**config.mk**
```make
export PLATFORM = sky130hd
export DESIGN_NAME = ramp_pulse_ctrl
export DESIGN_NICKNAME = d
export VERILOG_FILES = /design/src/rtl/ramp_pulse_pkg.sv /design/src/rtl/rpc_flag_sync.sv /design/src/rtl/rpc_cfg_table.sv /design/src/rtl/rpc_pulse_timer.sv /design/src/rtl/ramp_pulse_ctrl.sv
export SDC_FILE = /design/constraint.sdc
export NUM_CORES = 1
export LEC_CHECK = 0
export ABC_AREA = 0
export BUFFER_PORTS_ARGS = -buffer_cell sky130_fd_sc_hd__clkbuf_2
export CAP_MARGIN = 20
export CORE_MARGIN = 2
export CORE_UTILIZATION = 27
export DETAILED_ROUTE_END_ITERATION = 8
export PLACE_DENSITY_LB_ADDON = 0.3
export REMOVE_ABC_BUFFERS = 1
export SLEW_MARGIN = 20
export SYNTH_ARGS = -nofsm -noshare
export SYNTH_HDL_FRONTEND = slang
export SYNTH_SLANG_ARGS = --single-unit
```
**constraint.sdc**
```tcl
create_clock -name clk -period 4.9 [get_ports clk]
set_clock_uncertainty 0.05 [all_clocks]
set_input_delay 0.49 -clock clk [delete_from_list [all_inputs] [get_ports clk]]
set_output_delay 0.49 -clock clk [all_outputs]
set_load 0.01 [all_outputs]
```
**src/rtl/ramp_pulse_pkg.sv**
```systemverilog
package ramp_pulse_pkg;

    typedef enum logic [2:0] {
        ST_IDLE   = 3'd0,
        ST_COARSE = 3'd1,
        ST_MEDIUM = 3'd2,
        ST_FINE   = 3'd3,
        ST_DONE   = 3'd4
    } phase_e;

    localparam int NUM_SETS = 3;

    function automatic phase_e entry_phase(input logic lo, input logic mid, input logic tgt);
        if (tgt)      return ST_DONE;
        else if (mid) return ST_FINE;
        else if (lo)  return ST_MEDIUM;
        else          return ST_COARSE;
    endfunction

endpackage

```
**src/rtl/rpc_flag_sync.sv**
```systemverilog
module rpc_flag_sync #(
    parameter int N      = 3,
    parameter int STAGES = 2
) (
    input  logic         clk,
    input  logic         rst_n,
    input  logic [N-1:0] d,
    output logic [N-1:0] q
);
    logic [N-1:0] pipe [STAGES];

    for (genvar s = 0; s < STAGES; s++) begin : g_stage
        if (s == 0) begin : g_first
            always_ff @(posedge clk or negedge rst_n) begin
                if (!rst_n) pipe[0] <= '0;
                else        pipe[0] <= d;
            end
        end else begin : g_next
            always_ff @(posedge clk or negedge rst_n) begin
                if (!rst_n) pipe[s] <= '0;
                else        pipe[s] <= pipe[s-1];
            end
        end
    end

    assign q = pipe[STAGES-1];
endmodule

```
**src/rtl/rpc_cfg_table.sv**
```systemverilog
module rpc_cfg_table #(
    parameter int                      TABLE_W   = 30,
    parameter logic [TABLE_W-1:0]      DEF_TABLE = '0
) (
    input  logic               clk,
    input  logic               rst_n,
    input  logic               shift_en,
    input  logic               sdata,
    input  logic               commit,
    input  logic               commit_ok,
    output logic [TABLE_W-1:0] table_q
);
    logic [TABLE_W-1:0] shreg_q;

    always_ff @(posedge clk or negedge rst_n) begin
        if (!rst_n)        shreg_q <= '0;
        else if (shift_en) shreg_q <= {shreg_q[TABLE_W-2:0], sdata};
    end

    always_ff @(posedge clk or negedge rst_n) begin
        if (!rst_n)                   table_q <= DEF_TABLE;
        else if (commit && commit_ok) table_q <= shreg_q;
    end
endmodule

```
**src/rtl/rpc_pulse_timer.sv**
```systemverilog
module rpc_pulse_timer #(
    parameter int CODE_W   = 5,
    parameter int PER_UNIT = 2,
    parameter int ON_UNIT  = 1
) (
    input  logic              clk,
    input  logic              rst_n,
    input  logic              run,
    input  logic              fresh,
    input  logic [CODE_W-1:0] per_code,
    input  logic [CODE_W-1:0] on_code,
    output logic              gate_o,
    output logic              wrap_o
);
    localparam int CNT_W = CODE_W + $clog2(PER_UNIT + ON_UNIT + 1) + 1;

    logic [CNT_W-1:0] cnt_q, cnt_eff, pe_raw, pe, on_raw, te;
    logic [CODE_W-1:0] per_c, on_c;

    always_comb begin
        per_c   = (per_code == '0) ? CODE_W'(1) : per_code;
        on_c    = (on_code  == '0) ? CODE_W'(1) : on_code;
        pe_raw  = CNT_W'(per_c) * CNT_W'(PER_UNIT);
        pe      = (pe_raw < CNT_W'(2)) ? CNT_W'(2) : pe_raw;
        on_raw  = CNT_W'(on_c) * CNT_W'(ON_UNIT);
        te      = (on_raw >= pe) ? (pe - CNT_W'(1)) : on_raw;
        cnt_eff = fresh ? '0 : cnt_q;
        wrap_o  = run && (cnt_eff == (pe - CNT_W'(1)));
        gate_o  = run && (cnt_eff < te);
    end

    always_ff @(posedge clk or negedge rst_n) begin
        if (!rst_n)      cnt_q <= '0;
        else if (!run)   cnt_q <= '0;
        else if (wrap_o) cnt_q <= '0;
        else             cnt_q <= cnt_eff + CNT_W'(1);
    end
endmodule

```
**src/rtl/ramp_pulse_ctrl.sv**
```systemverilog
module ramp_pulse_ctrl
    import ramp_pulse_pkg::*;
#(
    parameter int                 CODE_W      = 5,
    parameter int                 PER_UNIT    = 2,
    parameter int                 ON_UNIT     = 1,
    parameter int                 SYNC_STAGES = 2,
    parameter logic [6*CODE_W-1:0] DEF_TABLE  = {5'd12, 5'd10, 5'd6, 5'd4, 5'd3, 5'd2}
) (
    input  logic clk,
    input  logic rst_n,
    input  logic start,
    input  logic cmp_lo,
    input  logic cmp_mid,
    input  logic cmp_tgt,
    input  logic cfg_shift,
    input  logic cfg_data,
    input  logic cfg_load,
    output logic gate_out
);
    localparam int PAIR_W  = 2 * CODE_W;
    localparam int TABLE_W = NUM_SETS * PAIR_W;

    phase_e             state_q, state_d;
    logic               fresh_q;
    logic [2:0]         flag_s;
    logic               lo_s, mid_s, tgt_s;
    logic               switching;
    logic [TABLE_W-1:0] table_q;
    logic [PAIR_W-1:0]  pair_sel;
    logic [CODE_W-1:0]  per_code, on_code;
    logic               wrap;

    rpc_flag_sync #(.N(3), .STAGES(SYNC_STAGES)) sync_i (
        .clk (clk),
        .rst_n (rst_n),
        .d   ({cmp_tgt, cmp_mid, cmp_lo}),
        .q   (flag_s)
    );
    assign lo_s  = flag_s[0];
    assign mid_s = flag_s[1];
    assign tgt_s = flag_s[2];

    rpc_cfg_table #(.TABLE_W(TABLE_W), .DEF_TABLE(DEF_TABLE)) table_i (
        .clk       (clk),
        .rst_n     (rst_n),
        .shift_en  (cfg_shift),
        .sdata     (cfg_data),
        .commit    (cfg_load),
        .commit_ok (!switching),
        .table_q   (table_q)
    );

    // next-state logic
    always_comb begin
        state_d = state_q;
        unique case (state_q)
            ST_IDLE:   if (start) state_d = entry_phase(lo_s, mid_s, tgt_s);
            ST_COARSE: begin
                if (tgt_s)      state_d = ST_DONE;
                else if (mid_s) state_d = ST_FINE;
                else if (lo_s)  state_d = ST_MEDIUM;
            end
            ST_MEDIUM: begin
                if (tgt_s)      state_d = ST_DONE;
                else if (mid_s) state_d = ST_FINE;
            end
            ST_FINE:   if (tgt_s) state_d = ST_DONE;
            ST_DONE:   if (start) state_d = entry_phase(lo_s, mid_s, tgt_s);
            default:   state_d = ST_IDLE;
        endcase
    end

    // state register
    always_ff @(posedge clk or negedge rst_n) begin
        if (!rst_n) begin
            state_q <= ST_IDLE;
            fresh_q <= 1'b0;
        end else begin
            state_q <= state_d;
            fresh_q <= (state_d != state_q);
        end
    end

    // outputs: phase selects its stored pair
    always_comb begin
        switching = 1'b0;
        pair_sel  = table_q[2*PAIR_W +: PAIR_W];
        unique case (state_q)
            ST_COARSE: begin
                switching = 1'b1;
                pair_sel  = table_q[2*PAIR_W +: PAIR_W];
            end
            ST_MEDIUM: begin
                switching = 1'b1;
                pair_sel  = table_q[PAIR_W +: PAIR_W];
            end
            ST_FINE: begin
                switching = 1'b1;
                pair_sel  = table_q[0 +: PAIR_W];
            end
            default: switching = 1'b0;
        endcase
        per_code = pair_sel[PAIR_W-1:CODE_W];
        on_code  = pair_sel[CODE_W-1:0];
    end

    rpc_pulse_timer #(.CODE_W(CODE_W), .PER_UNIT(PER_UNIT), .ON_UNIT(ON_UNIT)) timer_i (
        .clk      (clk),
        .rst_n    (rst_n),
        .run      (switching),
        .fresh    (fresh_q),
        .per_code (per_code),
        .on_code  (on_code),
        .gate_o   (gate_out),
        .wrap_o   (wrap)
    );
endmodule

```
After elaboration in Yosys (flattened, before gate mapping):

Cells that the tools add are included.

* register bits after elaboration: 78
* input port bits: 9
* output and inout bits: 1
* word-level logic and storage cells: 47

* add/sub/neg operators: 2
* magnitude comparators: 3
* equality and inequality tests: 6
* muxes and demuxes: 20
* reduce and logical (&&, ||, !) cells: 9

Operator list (number)
* $mux W8: 4
* $mux W3: 8
* $pmux W10 S2: 1
* $pmux W3 S4: 1
* $logic_not A5 Y1: 2
* $mux W5: 2
* $add A8 B1 Y8 const B: 1
* $eq A8 B8 Y1: 1
* $ge A5 B8 Y1: 1
* $lt A8 B8 Y1: 1
* $sub A8 B1 Y8 const B: 1
* $eq A3 B2 Y1 const B: 2
* $lt A6 B2 Y1 const B: 1
* $mux W6: 1
* $mux W2: 2
* $eq A3 B1 Y1 const B: 1
* $eq A3 B3 Y1 const B: 1
* $logic_and A1 B1 Y1: 3
* $logic_not A3 Y1: 1
* $ne A3 B3 Y1: 1
* $reduce_or A3 Y1: 1
* $reduce_or A2 Y1: 1
* $logic_not A1 Y1: 1
* $mux W1: 1

Logic depth before layout (Yosys ltp):

Gate-level depths: netlist (run 1).

* depth after elaboration: 11
* gate-level depth with buffers: 19
* mapped depth without buffers: 16

By module:

From an unflattened synthesis (run 1), not the netlist that was laid out.

* cell total of the unflattened synthesis: 318
* area, all modules: 4068.9 µm²

Modules (own cells, without submodules)
* rpc_cfg_table: times used 1, cells each 127, area an instance 2376.0 µm², seq. area each 1514.0 µm²
* rpc_pulse_timer: times used 1, cells each 118, area an instance 1061.0 µm², seq. area each 200.2 µm²
* ramp_pulse_ctrl: times used 1, cells each 64, area an instance 459.2 µm², seq. area each 100.1 µm²
* rpc_flag_sync: times used 1, cells each 9, area an instance 172.7 µm², seq. area each 150.1 µm²

Least setup slack after synthesis (run 1):

No wires, ideal clock.

* path kind: register -> output
* start point: register state_q[2]
* end point: output gate_out
* arrival: 3591 ps
* data required time: 4360 ps
* slack: 769 ps
* stages on the path, launching flop included: 18
* path buffers: 3
* cells stage by stage: dfrtp_1 > buf_4 > nor2b_4 > buf_6 > buf_12 > mux2_4 > a41oi_2 > inv_1 > ha_1 > and4_1 > a211oi_2 > nor2_4 > mux2_2 > ha_1 > a21o_1 > a211o_1 > a41oi_1 > o31a_1

* longest elaborated chain between the ends: 10

Ends and longest elaborated chain
* start, declared: line ramp_pulse_ctrl.sv:24 `phase_e state_q, state_d;`
* start signal, assigned: line ramp_pulse_ctrl.sv:80 `state_q <= state_d;`
* $eq A3 B2 Y1: line ramp_pulse_ctrl.sv:89 `unique case (state_q)`
* $pmux W10 S2: line ramp_pulse_ctrl.sv:89
* $logic_not A5 Y1: line rpc_pulse_timer.sv:21 `per_c = (per_code == '0) ? CODE_W'(1) : per_code;`
* $mux W5: line rpc_pulse_timer.sv:21
* $lt A6 B2 Y1: line rpc_pulse_timer.sv:24 `pe = (pe_raw < CNT_W'(2)) ? CNT_W'(2) : pe_raw;`
* $mux W6: line rpc_pulse_timer.sv:24
* $sub A8 B1 Y8 / $ge A5 B8 Y1 (equally long branches): line rpc_pulse_timer.sv:26 `te = (on_raw >= pe) ? (pe - CNT_W'(1)) : on_raw;`
* $mux W8: line rpc_pulse_timer.sv:26
* $lt A8 B8 Y1: line rpc_pulse_timer.sv:29 `gate_o = run && (cnt_eff < te);`
* $logic_and A1 B1 Y1 *: line rpc_pulse_timer.sv:29
* end, declared: line ramp_pulse_ctrl.sv:19 `output logic gate_out`

Every way passes the cells marked *; elsewhere a longest branch is shown, timed or not.

Worst setup path after layout (run 1):

* start point: register state_q[0]
* end point: output gate_out

Same word-level chain as after synthesis.

==> results of run 1 <==
kinds of logic (layout without fill, tap and decap cells):
family / after synthesis / in the layout / share of synthesized area [%]
adder cells (fa/ha/maj): 13 / 13 / 4.135
flip-flops: 78 / 78 / 49.94
AND/OR/NAND/NOR: 48 / 48 / 6.648
AO/OA/AOI/OAI: 32 / 32 / 7.379
XOR/XNOR: 11 / 11 / 2.449
multiplexers: 87 / 87 / 25.76
other: 1 / 1 / 0.09533
buffers and inverters: 26 / 52 / 3.594
Yosys cell counts (5+ instances only):
library cell	count	area share (%)
xor2_1	5	1.1
nand2b_1	5	0.80
inv_1	13	1.2
nand2_1	8	0.76
a21oi_1	5	0.64
dfstp_2	10	6.7
a211oi_1	7	1.3
mux2_2	73	21
nor2_1	9	0.86
ha_1	13	4.1
nor2b_1	7	1.1
clkbuf_1	7	0.67
nand3_1	6	0.76
xnor2_1	6	1.3
dfrtp_1	68	43
mux2i_1	8	2.0
power by group through the flow:
stage | clock network [uW] | registers [uW] | logic [uW]
after floorplan | 0 | 998 | 801
after global placement | 0 | 1060 | 975
after detailed placement | 0 | 1070 | 998
after CTS | 690 | 1060 | 1010
after global routing | 720 | 1090 | 1180
final | 667 | 1060 | 1080
sequential cells by signal, indices dropped and copies added, names as in the netlist:
register,count
state_q,3
timer_i.cnt_q,8
fresh_q,1
sync_i.q,3
table_i.shreg_q,30
sync_i.pipe,3
table_i.table_q,30
per-stage QoR:
stage | hold WS, ns | util (%) | instance area (sq um)
final | 0.2098 | 31.71 | 4556
after global routing | 0.1929 | 31.71 | 4556
after CTS | 0.2016 | 31.22 | 4486
after detailed placement | 0.2863 | 28.88 | 4149
after global placement | 0.2857 | 28.88 | 4149
after floorplan | 0.1444 | - | 3841
worst max-delay path, delay by kind of cell, from the launching register on:
| family | cells | cell delay (ns) |
|---|---|---|
| DFF | 1 | 0.47 |
| muxes | 3 | 0.85 |
| adders and majority gates | 2 | 0.44 |
| AOI/OAI and AO/OA | 8 | 1.57 |
| and+or+nand+nor | 2 | 0.13 |
| buffers and inverters | 3 | 0.38 |
final cells by class:
type,count,area (sq um)
clock buffers,11,242.7
clock inverters,5,57.56
fillers,1441,9813
inverters,13,48.80
multi-input cells,192,1844
flip-flops and latches,78,1967
well taps,184,230.2
repair buffers,23,165.2
worst paths after layout:
check                                         start                          to  slack (ns)  cells after the start
max in group asynchronous                     rst_n        state_q[0]$_DFF_PN0_        3.89                      1
hold reg to reg            sync_i.pipe[4]$_DFF_PN0_       sync_i.q[1]$_DFF_PN0_        0.30                      0
hold / removal                               cmp_lo    sync_i.pipe[3]$_DFF_PN0_        0.21                      1
setup / recovery               state_q[0]$_DFF_PN0_                    gate_out        0.17                     18
setup reg to reg               state_q[0]$_DFF_PN0_  timer_i.cnt_q[7]$_DFF_PN0_        1.57                     10
min in group asynchronous                     rst_n  timer_i.cnt_q[5]$_DFF_PN0_        0.24                      1
repair_timing:
action | 4_1_cts | 5_1_grt
pin swaps | 0 | 1
resized for setup | 1 | 4
setup buffers | 3 | 7
hold buffers | 0 | 0
setup endpoints to repair | 1 | 1
per-layer routing:
layer	part of all wire (%)	vias to the layer above	global-route usage [%]
met5	0	-	0
met4	1.2	0	3.371
met3	3.2	8	3.436
met2	48	32	16.20
met1	47	1158	12.85
li1	-	1103	-
==> qor.csv, run 1 <==
stage;metric;value;unit
power;clkPwrFrac;23.8;%
yosys;ys_async_sr_fraction;100.0;%
power;power_frac_comb;38.5;%
yosys;yosys_warnings;0;
die;die-area;15550;sq um
flow_run;maxCapViolations;0;
setup_path;critPathArrivalTime;4.19;ns
grt;overflow;0;
drt;wl;7389;microns
power;power.density;614.9;nW/um^2
yosys;synth_area;3934;sq um
placement;place_ws;0.3190;ns
yosys;synth_edf_count;0;
sta;finalSetupTns;0;ns
drt;drc_errors;0;
power;leakage;0.001957;uW
sta;post-route-min-period;4.727;ns
grt;grt_pass1_wl;12610;microns
sta;worst_slack;0.1730;ns
setup_path;required;4.36;ns
cells_and_area;nets;339;
die;initial_utilization;27.38;%
outcome;status;completed;
cells_and_area;final_common_cell;mux2_2;
clock_tree;cts_made_buffers;9;
placement;dp_hpwl;5013;microns
die;pin_count;10;
cells_and_area;layout-drive-gt1-share;42.86;%
placement;dp.cells;480;
die;placement_rows;44;
power;internal-power;1878;uW
yosys;synth-seq-cells;78;
power;ir_worst_vdd;0.0002120;V
clock_tree;clock-sinks;78;
sta;clock.fmax;211.6;MHz
clock_tree;path_clk_slew;0.06;ns
hold_path;hp-class;primary input to flip-flop;
grt;antenna_found_initial;0;
die;core_area;14370;sq um
clock_tree;clockRootBuffer;clkbuf_16;
clock_tree;clockBufferDepth;2;
drt;drt-wirelength-per-cell;14.60;microns
placement;place_congestion;0.8160;
drt;vias;2301;
sta;maxSlewViolCount;0;
drt;drtIter0Drc;102;
cells_and_area;most-common-layout-cells;mux2_2 (73), dfrtp_1 (66), buf_4 (14);
setup_path;critPathCaptureType;output pin;
setup_path;cp_max_fo;8;
setup_path;crit_chain;buf_4, mux2_2, mux2i_4, a41oi_2, inv_1, ha_1, nor2b_1, o21a_1, o21a_1, a211oi_2, nor2_4, mux2_2, ha_1, a21o_1, a211o_1, a41oi_1, o31a_1, clkbuf_2;
sta;hold_viol;0;
placement;placement.io_buffers;9;
yosys;synthFlopType;dfrtp_1;
drt;ant_nets;0;
power;total_power;2801;uW
yosys;syn_inst;296;
yosys;synth.distinct_cells;49;
clock_tree;cts_tree;yes;
drt;via_per_inst;4.547;
power;netSwitchingPower;923.6;uW
yosys;ys_seq_area_share;49.94;%
sta;fin_crit_sh;96.47;%
cells_and_area;num_antenna_cells;0;
grt;grt_max_degree;79;
setup_path;crit_slowest_cell;dfrtp_2;
setup_path;crit_type;flip-flop to output pin;
cells_and_area;area_delta_synth_final;15.81;%
setup_path;start_kind;flip-flop;
sta;max-slew-margin-rel;35.24;%
die;die_w;124.7;microns
sta;setup_viol;0;
grt;grt_pass1_vias;2472;
cells_and_area;fin_cells;506;
power;seq_power_share;37.7;%
sta;tightestPinTransition;0.9713;ns
grt;track_usage;10.13;%
power;p_sw_share;32.97;%
yosys;synth.avg_cell_area;13.29;sq um
drt;first_pass_iters;4;
clock_tree;h-tree-depth;3;
setup_path;max_stage_delay;0.47;ns
die;dieHeight;124.7;microns
clock_tree;clk_latency;0.33;ns
Power figures use the tool's default switching activity.
==> inputs of run 2 (changes only) <==
--- a/config.mk
+++ b/config.mk
@@ -8,7 +8,7 @@
 export ABC_AREA = 0
 export BUFFER_PORTS_ARGS = -buffer_cell sky130_fd_sc_hd__clkbuf_2
 export CAP_MARGIN = 20
-export CORE_MARGIN = 2
+export CORE_MARGIN = 4
 export CORE_UTILIZATION = 27
 export DETAILED_ROUTE_END_ITERATION = 8
 export PLACE_DENSITY_LB_ADDON = 0.3
==> run 2 against run 1 <==
Compared with the run above: register-to-register slack improved by 0.13 ns; clock power barely moved; non-clock buffer count decreased by 3; hold slack worse by 0.068 ns; cell area fell by 0.47%; cell count decreased by 1.4%; sequential power about the same; critical path type unchanged; largest power group is now sequential cells.
==> qor.csv, run 2 (synthesis gave the netlist of run 1 again) <==
stage;metric;value;unit;change
outcome;status;completed;;
clock_tree;clock-sinks;78;;unchanged
sta;fin_crit_sh;94.68;%;-1.8 points
drt;vias;2294;;-0.30%
setup_path;cp_max_fo;10;;+2
clock_tree;clockBufferDepth;2;;unchanged
sta;maxSlewViolCount;0;;unchanged
setup_path;reg2reg_depth;10;;unchanged
drt;via_per_inst;4.597;;+1.1%
sta;rsz0062_at_grt;false;;
drt;drc_errors;0;;unchanged
setup_path;crit_slowest_cell;dfrtp_2;;
setup_path;critPathArrivalTime;4.10;ns;-0.09 ns
sta;tightestPinTransition;0.7987;ns;-0.1726 ns
cells_and_area;reg_top3;table_i.shreg_q x30, table_i.table_q x30, timer_i.cnt_q x8;;
drt;drt-wirelength-per-cell;14.97;microns;+2.5%
die;placement_rows;43;;-2.3%
grt;track_usage;9.744;%;-0.39 points
die;die-area;16570;sq um;+6.5%
clock_tree;path_clk_slew;0.06;ns;about the same
clock_tree;cts_hold_buf;0;;unchanged
cells_and_area;seqCellArea;1967;sq um;unchanged
die;die_w;128.7;microns;+3.2%
setup_path;timing.rr.end;timer_i.cnt_q[6]$_DFF_PN0_;;
cells_and_area;finish.utilization;32.17;%;+0.46 points
power;power.density;610.8;nW/um^2;-0.66%
flow_run;maxCapViolations;0;;unchanged
setup_path;start_kind;flip-flop;;
drt;drtIter0Drc;73;;-28%
clock_tree;cts_tree;yes;;
placement;placement.io_buffers;9;;unchanged
placement;dp_hpwl;5157;microns;+2.9%
clock_tree;h-tree-depth;3;;unchanged
placement;dp.cells;476;;-0.83%
die;dieHeight;128.7;microns;+3.2%
grt;grt_max_degree;79;;unchanged
clock_tree;clockRootBuffer;clkbuf_16;;
cells_and_area;area_delta_synth_final;15.27;%;
sta;hold_viol;0;;unchanged
die;initial_utilization;27.91;%;+0.53 points
cells_and_area;multi_input_area;1852;sq um;+0.41%
power;ir_worst_vdd;0.0002027;V;-4.4%
drt;ant_nets;0;;unchanged
setup_path;critPathCaptureType;output pin;;
die;core_area;14100;sq um;-1.9%
hold_path;hp-class;primary input to asynchronous set/reset pin;;
drt;first_pass_iters;4;;unchanged
sta;post-route-min-period;4.639;ns;-0.08761 ns
power;leakage;0.001937;uW;-1.0%
cells_and_area;nets;336;;-0.88%
setup_path;reg2reg_from;state_q[2]$_DFF_PN0_;;
cells_and_area;most-common-layout-cells;mux2_2 (73), dfrtp_1 (66), inv_1 (13), ha_1 (13), dfstp_2 (10);;
grt;antenna_found_initial;0;;unchanged
setup_path;crit_type;flip-flop to output pin;;
setup_path;required;4.36;ns;about the same
drt;wl;7472;microns;+1.1%
grt;grt_pass1_vias;2389;;-3.4%
die;pin_count;10;;unchanged
cells_and_area;final_common_cell;mux2_2;;
placement;place_congestion;0.8009;;-1.9%
cells_and_area;layout-drive-gt1-share;42.01;%;-0.85 points
grt;overflow;0;;unchanged
setup_path;r2r_slack;1.70;ns;+0.13 ns
cells_and_area;num_antenna_cells;0;;unchanged
setup_path;max_stage_delay;0.48;ns;about the same
sta;setup_viol;0;;unchanged
cells_and_area;fill_cells;1429;;-0.83%
clock_tree;clk_latency;0.34;ns;about the same
sta;max-slew-margin-rel;46.75;%;+12 points
cells_and_area;fin_cells;499;;-1.4%
sta;finalSetupTns;0;ns;unchanged
sta;clock.fmax;215.5;MHz;+1.9%
clock_tree;cts_made_buffers;9;;unchanged
grt;grt_pass1_wl;12520;microns;-0.71%
setup_path;crit_chain;nor2b_4, buf_12, mux2i_4, a41oi_4, inv_1, ha_1, nor2b_1, o21a_1, o21a_1, a211oi_2, nor2_4, mux2_2, ha_1, a21o_1, a211o_1, a41oi_1, o31a_1, clkbuf_2;;
## run 2: cell types whose count changed in the layout (fill, tap and decap cells not counted), sizes merged
| cell | previous run | this run |
|---|---|---|
| buf | 15 | 11 |
| clkinv | 3 | 2 |
| clkinvlp | 0 | 1 |
| inv | 14 | 15 |
## run 2: power breakdown
group          switching (uW)  internal (uW)  total, uW
clock network             267            398        665
logic                     494            557       1050
registers                 162            892       1050
## run 2: worst max-delay path by stage
stage                     depth (start not counted)  slack, ns       end                 start
final                                            18       0.26  gate_out  state_q[2]$_DFF_PN0_
after CTS                                        17       0.01  gate_out  state_q[0]$_DFF_PN0_
after floorplan                                  16       0.67  gate_out  state_q[2]$_DFF_PN0_
after global routing                             18       0.01  gate_out  state_q[2]$_DFF_PN0_
after detailed placement                         17       0.34  gate_out  state_q[2]$_DFF_PN0_
after global placement                           17       0.40  gate_out  state_q[2]$_DFF_PN0_
## run 2: per-layer routing
metal	wire length [microns]	vias up	GRT usage, %
met5	0	-	0
met4	105	0	3.459
met3	213	10	3.279
met2	3522	18	14.60
met1	3631	1168	13.15
li1	-	1098	-
## run 2: final cells by class
type                    instances  area share [%]
clock buffers                  10           5.050
clock inverters                 6           1.518
inverters                      13           1.076
multi-input cells             192           40.84
flip-flops and latches         78           43.38
well taps                     180           4.967
repair buffers                 20           3.173
## run 2: critical path, delay by kind of cell, from the launching register on
| kind | cells | cell delay (ns) |
|---|---|---|
| adder cells (fa/ha/maj) | 2 | 0.44 |
| buffers and inverters | 3 | 0.40 |
| flip-flops | 1 | 0.48 |
| AND/OR/NAND/NOR | 3 | 0.27 |
| AO/OA/AOI/OAI | 8 | 1.53 |
| multiplexers | 2 | 0.64 |
## run 2: per-stage QoR
step | hold WS, ns | cell area (sq um) | total power [uW] | setup WS, ns
after floorplan | 0.1444 | 3841 | 1799 | 0.6728
after global placement | 0.2846 | 4144 | 2047 | 0.4045
after detailed placement | 0.2855 | 4144 | 2061 | 0.3375
after CTS | 0.1989 | 4477 | 2749 | 0.01476
after global routing | 0.1935 | 4534 | 2966 | 0.01291
final | 0.1418 | 4534 | 2770 | 0.2607
## run 2: what timing repair did
action                                  CTS  global route
gates cloned                              0             0
endpoints found under the setup margin    1             1
resized for setup                         0             5
setup buffers                             3             4
pin swaps                                 0             1
==> inputs of run 3 (changes only) <==
==> constraint.sdc (replaced) <==
create_clock -name clk -period 5.6 [get_ports clk]
set_clock_uncertainty 0.05 [all_clocks]
set_input_delay 0.56 -clock clk [delete_from_list [all_inputs] [get_ports clk]]
set_output_delay 0.56 -clock clk [all_outputs]
set_load 0.01 [all_outputs]
==> run 3 against run 2 <==
Compared with the run above: sequential share of layout area grew 0.77 points; first-iteration DRC count shrank 8.2%; routed wire length shrank 0.87%; critical path depth shrank 1; count of clock-buffer cells in the layout is the same; hold slack gained 0.068 ns; cell count shrank 2.0%; utilization shrank 0.60 points; via count shrank 2.1%; register-to-register slack gained 0.28 ns; global-route usage shrank 0.12 points; largest cell class unchanged.
==> qor.csv, run 3 (synthesis gave the netlist of run 1 again) <==
stage;metric;value;unit;change
clock_tree;clk_latency;0.34;ns;about the same
clock_tree;h-tree-depth;3;;unchanged
die;die-area;16570;sq um;unchanged
placement;placement.io_buffers;9;;unchanged
cells_and_area;nets;326;;-3.0%
power;ir_worst_vdd;0.0001880;V;-7.3%
setup_path;cp_max_fo;15;;+5
drt;routed-wl-met2;3483;microns;-1.1%
grt;grt_pass1_wl;12450;microns;-0.55%
power;seq_power_share;38.2;%;about the same
drt;drtIter0Drc;67;;-8.2%
power;power.density;543.2;nW/um^2;-11%
power;internal-power;1618;uW;-12%
cells_and_area;num_antenna_cells;0;;unchanged
die;pin_count;10;;unchanged
power;leakage;0.001892;uW;-2.3%
setup_path;crit_chain;mux2_2, mux2i_2, a41oi_2, inv_1, ha_1, nor2b_1, o21a_1, o21a_1, a211oi_2, nor2_4, mux2_2, ha_1, a21o_1, a211o_1, a41oi_1, o31a_1, clkbuf_2;;
drt;drc_errors;0;;unchanged
clock_tree;cts_tree;yes;;
drt;dr.max_layer_used;met4;;
drt;ant_nets;0;;unchanged
clock_tree;cts_resized;0;;unchanged
grt;antenna_found_initial;0;;unchanged
clock_tree;clock-sinks;78;;unchanged
setup_path;crit_family;compound AO/OA/AOI/OAI gates;;
drt;routedLengthMet1;3610;microns;-0.58%
grt;grt_max_degree;79;;unchanged
cells_and_area;fill_cells;1435;;+0.42%
placement;dp_hpwl;5025;microns;-2.6%
die;dieHeight;128.7;microns;unchanged
sta;maxSlewViolCount;0;;unchanged
drt;drt-wirelength-per-cell;15.15;microns;+1.2%
clock_tree;clockBufferDepth;2;;unchanged
setup_path;required;4.99;ns;+0.63 ns
cells_and_area;reg_top3;table_i.shreg_q x30, table_i.table_q x30, timer_i.cnt_q x8;;
setup_path;r2r_slack;1.98;ns;+0.28 ns
sta;post-route-min-period;5.121;ns;
clock_tree;path_clk_slew;0.06;ns;about the same
cells_and_area;multi_input_area;1828;sq um;-1.3%
drt;wl_met3;205;microns;-3.8%
drt;wl;7407;microns;-0.87%
power;clkPwrFrac;26.2;%;+2.2 points
setup_path;max_stage_delay;0.76;ns;+0.28 ns
placement;place_congestion;0.8511;;+6.3%
clock_tree;post_cts_buffers;0;;-3
cells_and_area;most-common-layout-cells;mux2_2 (73), dfrtp_1 (68), inv_1 (13), ha_1 (13), dfstp_2 (10);;
die;core_area;14100;sq um;unchanged
setup_path;crit_type;flip-flop to output pin;;
power;power_frac_comb;35.6;%;-2.3 points
cells_and_area;area_delta_synth_final;13.10;%;
drt;first_pass_iters;4;;unchanged
clock_tree;cts_hold_buf;0;;unchanged
grt;track_usage;9.620;%;-0.12 points
hold_path;hp-class;primary input to asynchronous set/reset pin;;
setup_path;critPathBufInv;2;;-1
setup_path;path_depth;17;;-1
sta;rsz0062_at_grt;false;;
drt;via_per_inst;4.591;;-0.13%
outcome;status;completed;;
sta;tightestPinTransition;0.8167;ns;+0.01801 ns
setup_path;start_kind;flip-flop;;
cells_and_area;seqCellArea;1964;sq um;-0.13%
cells_and_area;finish.utilization;31.56;%;-0.60 points
cells_and_area;final_common_cell;mux2_2;;
cells_and_area;layout-drive-gt1-share;39.16;%;-2.8 points
sta;fin_crit_sh;91.45;%;
sta;hold-worst-slack;0.2097;ns;+0.06796 ns
sta;clock.fmax;195.3;MHz;
grt;overflow;0;;unchanged
clock_tree;clockRootBuffer;clkbuf_16;;
setup_path;critPathArrivalTime;4.51;ns;+0.41 ns
power;total_power;2417;uW;-13%
die;die_w;128.7;microns;unchanged
die;initial_utilization;27.91;%;unchanged
setup_path;crit_slowest_cell;dfrtp_1;;
drt;vias;2245;;-2.1%
setup_path;reg2reg_from;state_q[0]$_DFF_PN0_;;
grt;grt_pass1_vias;2399;;+0.42%
setup_path;critPathCaptureType;output pin;;
power;p_sw_share;33.05;%;-0.26 points
sta;finalSetupTns;0;ns;unchanged
flow_run;maxCapViolations;0;;unchanged
power;netSwitchingPower;798.9;uW;-13%
clock_tree;cts_made_buffers;9;;unchanged
setup_path;timing.rr.end;timer_i.cnt_q[4]$_DFF_PN0_;;
sta;setup_viol;0;;unchanged
setup_path;reg2reg_depth;9;;-1
sta;hold_viol;0;;unchanged
die;placement_rows;43;;unchanged
sta;max-slew-margin-rel;45.55;%;-1.2 points
run 3: final cells by class:
type                    instances  area share, %
clock buffers                  10          5.146
clock inverters                 6          2.137
inverters                      13          1.097
multi-input cells             192          41.09
flip-flops and latches         78          44.15
well taps                     180          5.062
repair buffers                 10          1.322
run 3: layer usage:
| metal | global-route usage [%] | up-vias |
|---|---|---|
| met1 | 12.54 | 1128 |
| met4 | 3.582 | 0 |
| li1 | - | 1081 |
| met3 | 3.404 | 9 |
| met5 | 0 | - |
| met2 | 14.73 | 27 |
run 3: worst max path at each step:
stage	to	from	slack, ns
after floorplan	gate_out	state_q[2]$_DFF_PN0_	1.30
after global placement	gate_out	state_q[2]$_DFF_PN0_	0.89
after detailed placement	gate_out	state_q[2]$_DFF_PN0_	0.82
after CTS	gate_out	state_q[2]$_DFF_PN0_	0.44
after global routing	gate_out	state_q[0]$_DFF_PN0_	0.19
final	gate_out	state_q[0]$_DFF_PN0_	0.48
run 3: per-stage QoR:
| step | cells | worst slack [ns] | cell area, sq um |
|---|---|---|---|
| 3_3_place_gp | 473 | 0.8913 | 4121 |
| 6_report | 489 | 0.4788 | 4449 |
| 4_1_cts | 489 | 0.4404 | 4446 |
| 2_1_floorplan | 283 | 1.303 | 3841 |
| 3_5_place_dp | 473 | 0.8248 | 4121 |
| 5_1_grt | 489 | 0.1865 | 4449 |
run 3: power by group through the flow:
stage / registers, uW / clock network [uW] / logic, uW
3_5_place_dp: 935 / 0 / 860
6_report: 923 / 633 / 861
4_1_cts: 925 / 658 / 869
2_1_floorplan: 873 / 0 / 701
5_1_grt: 950 / 677 / 966
3_3_place_gp: 935 / 0 / 837
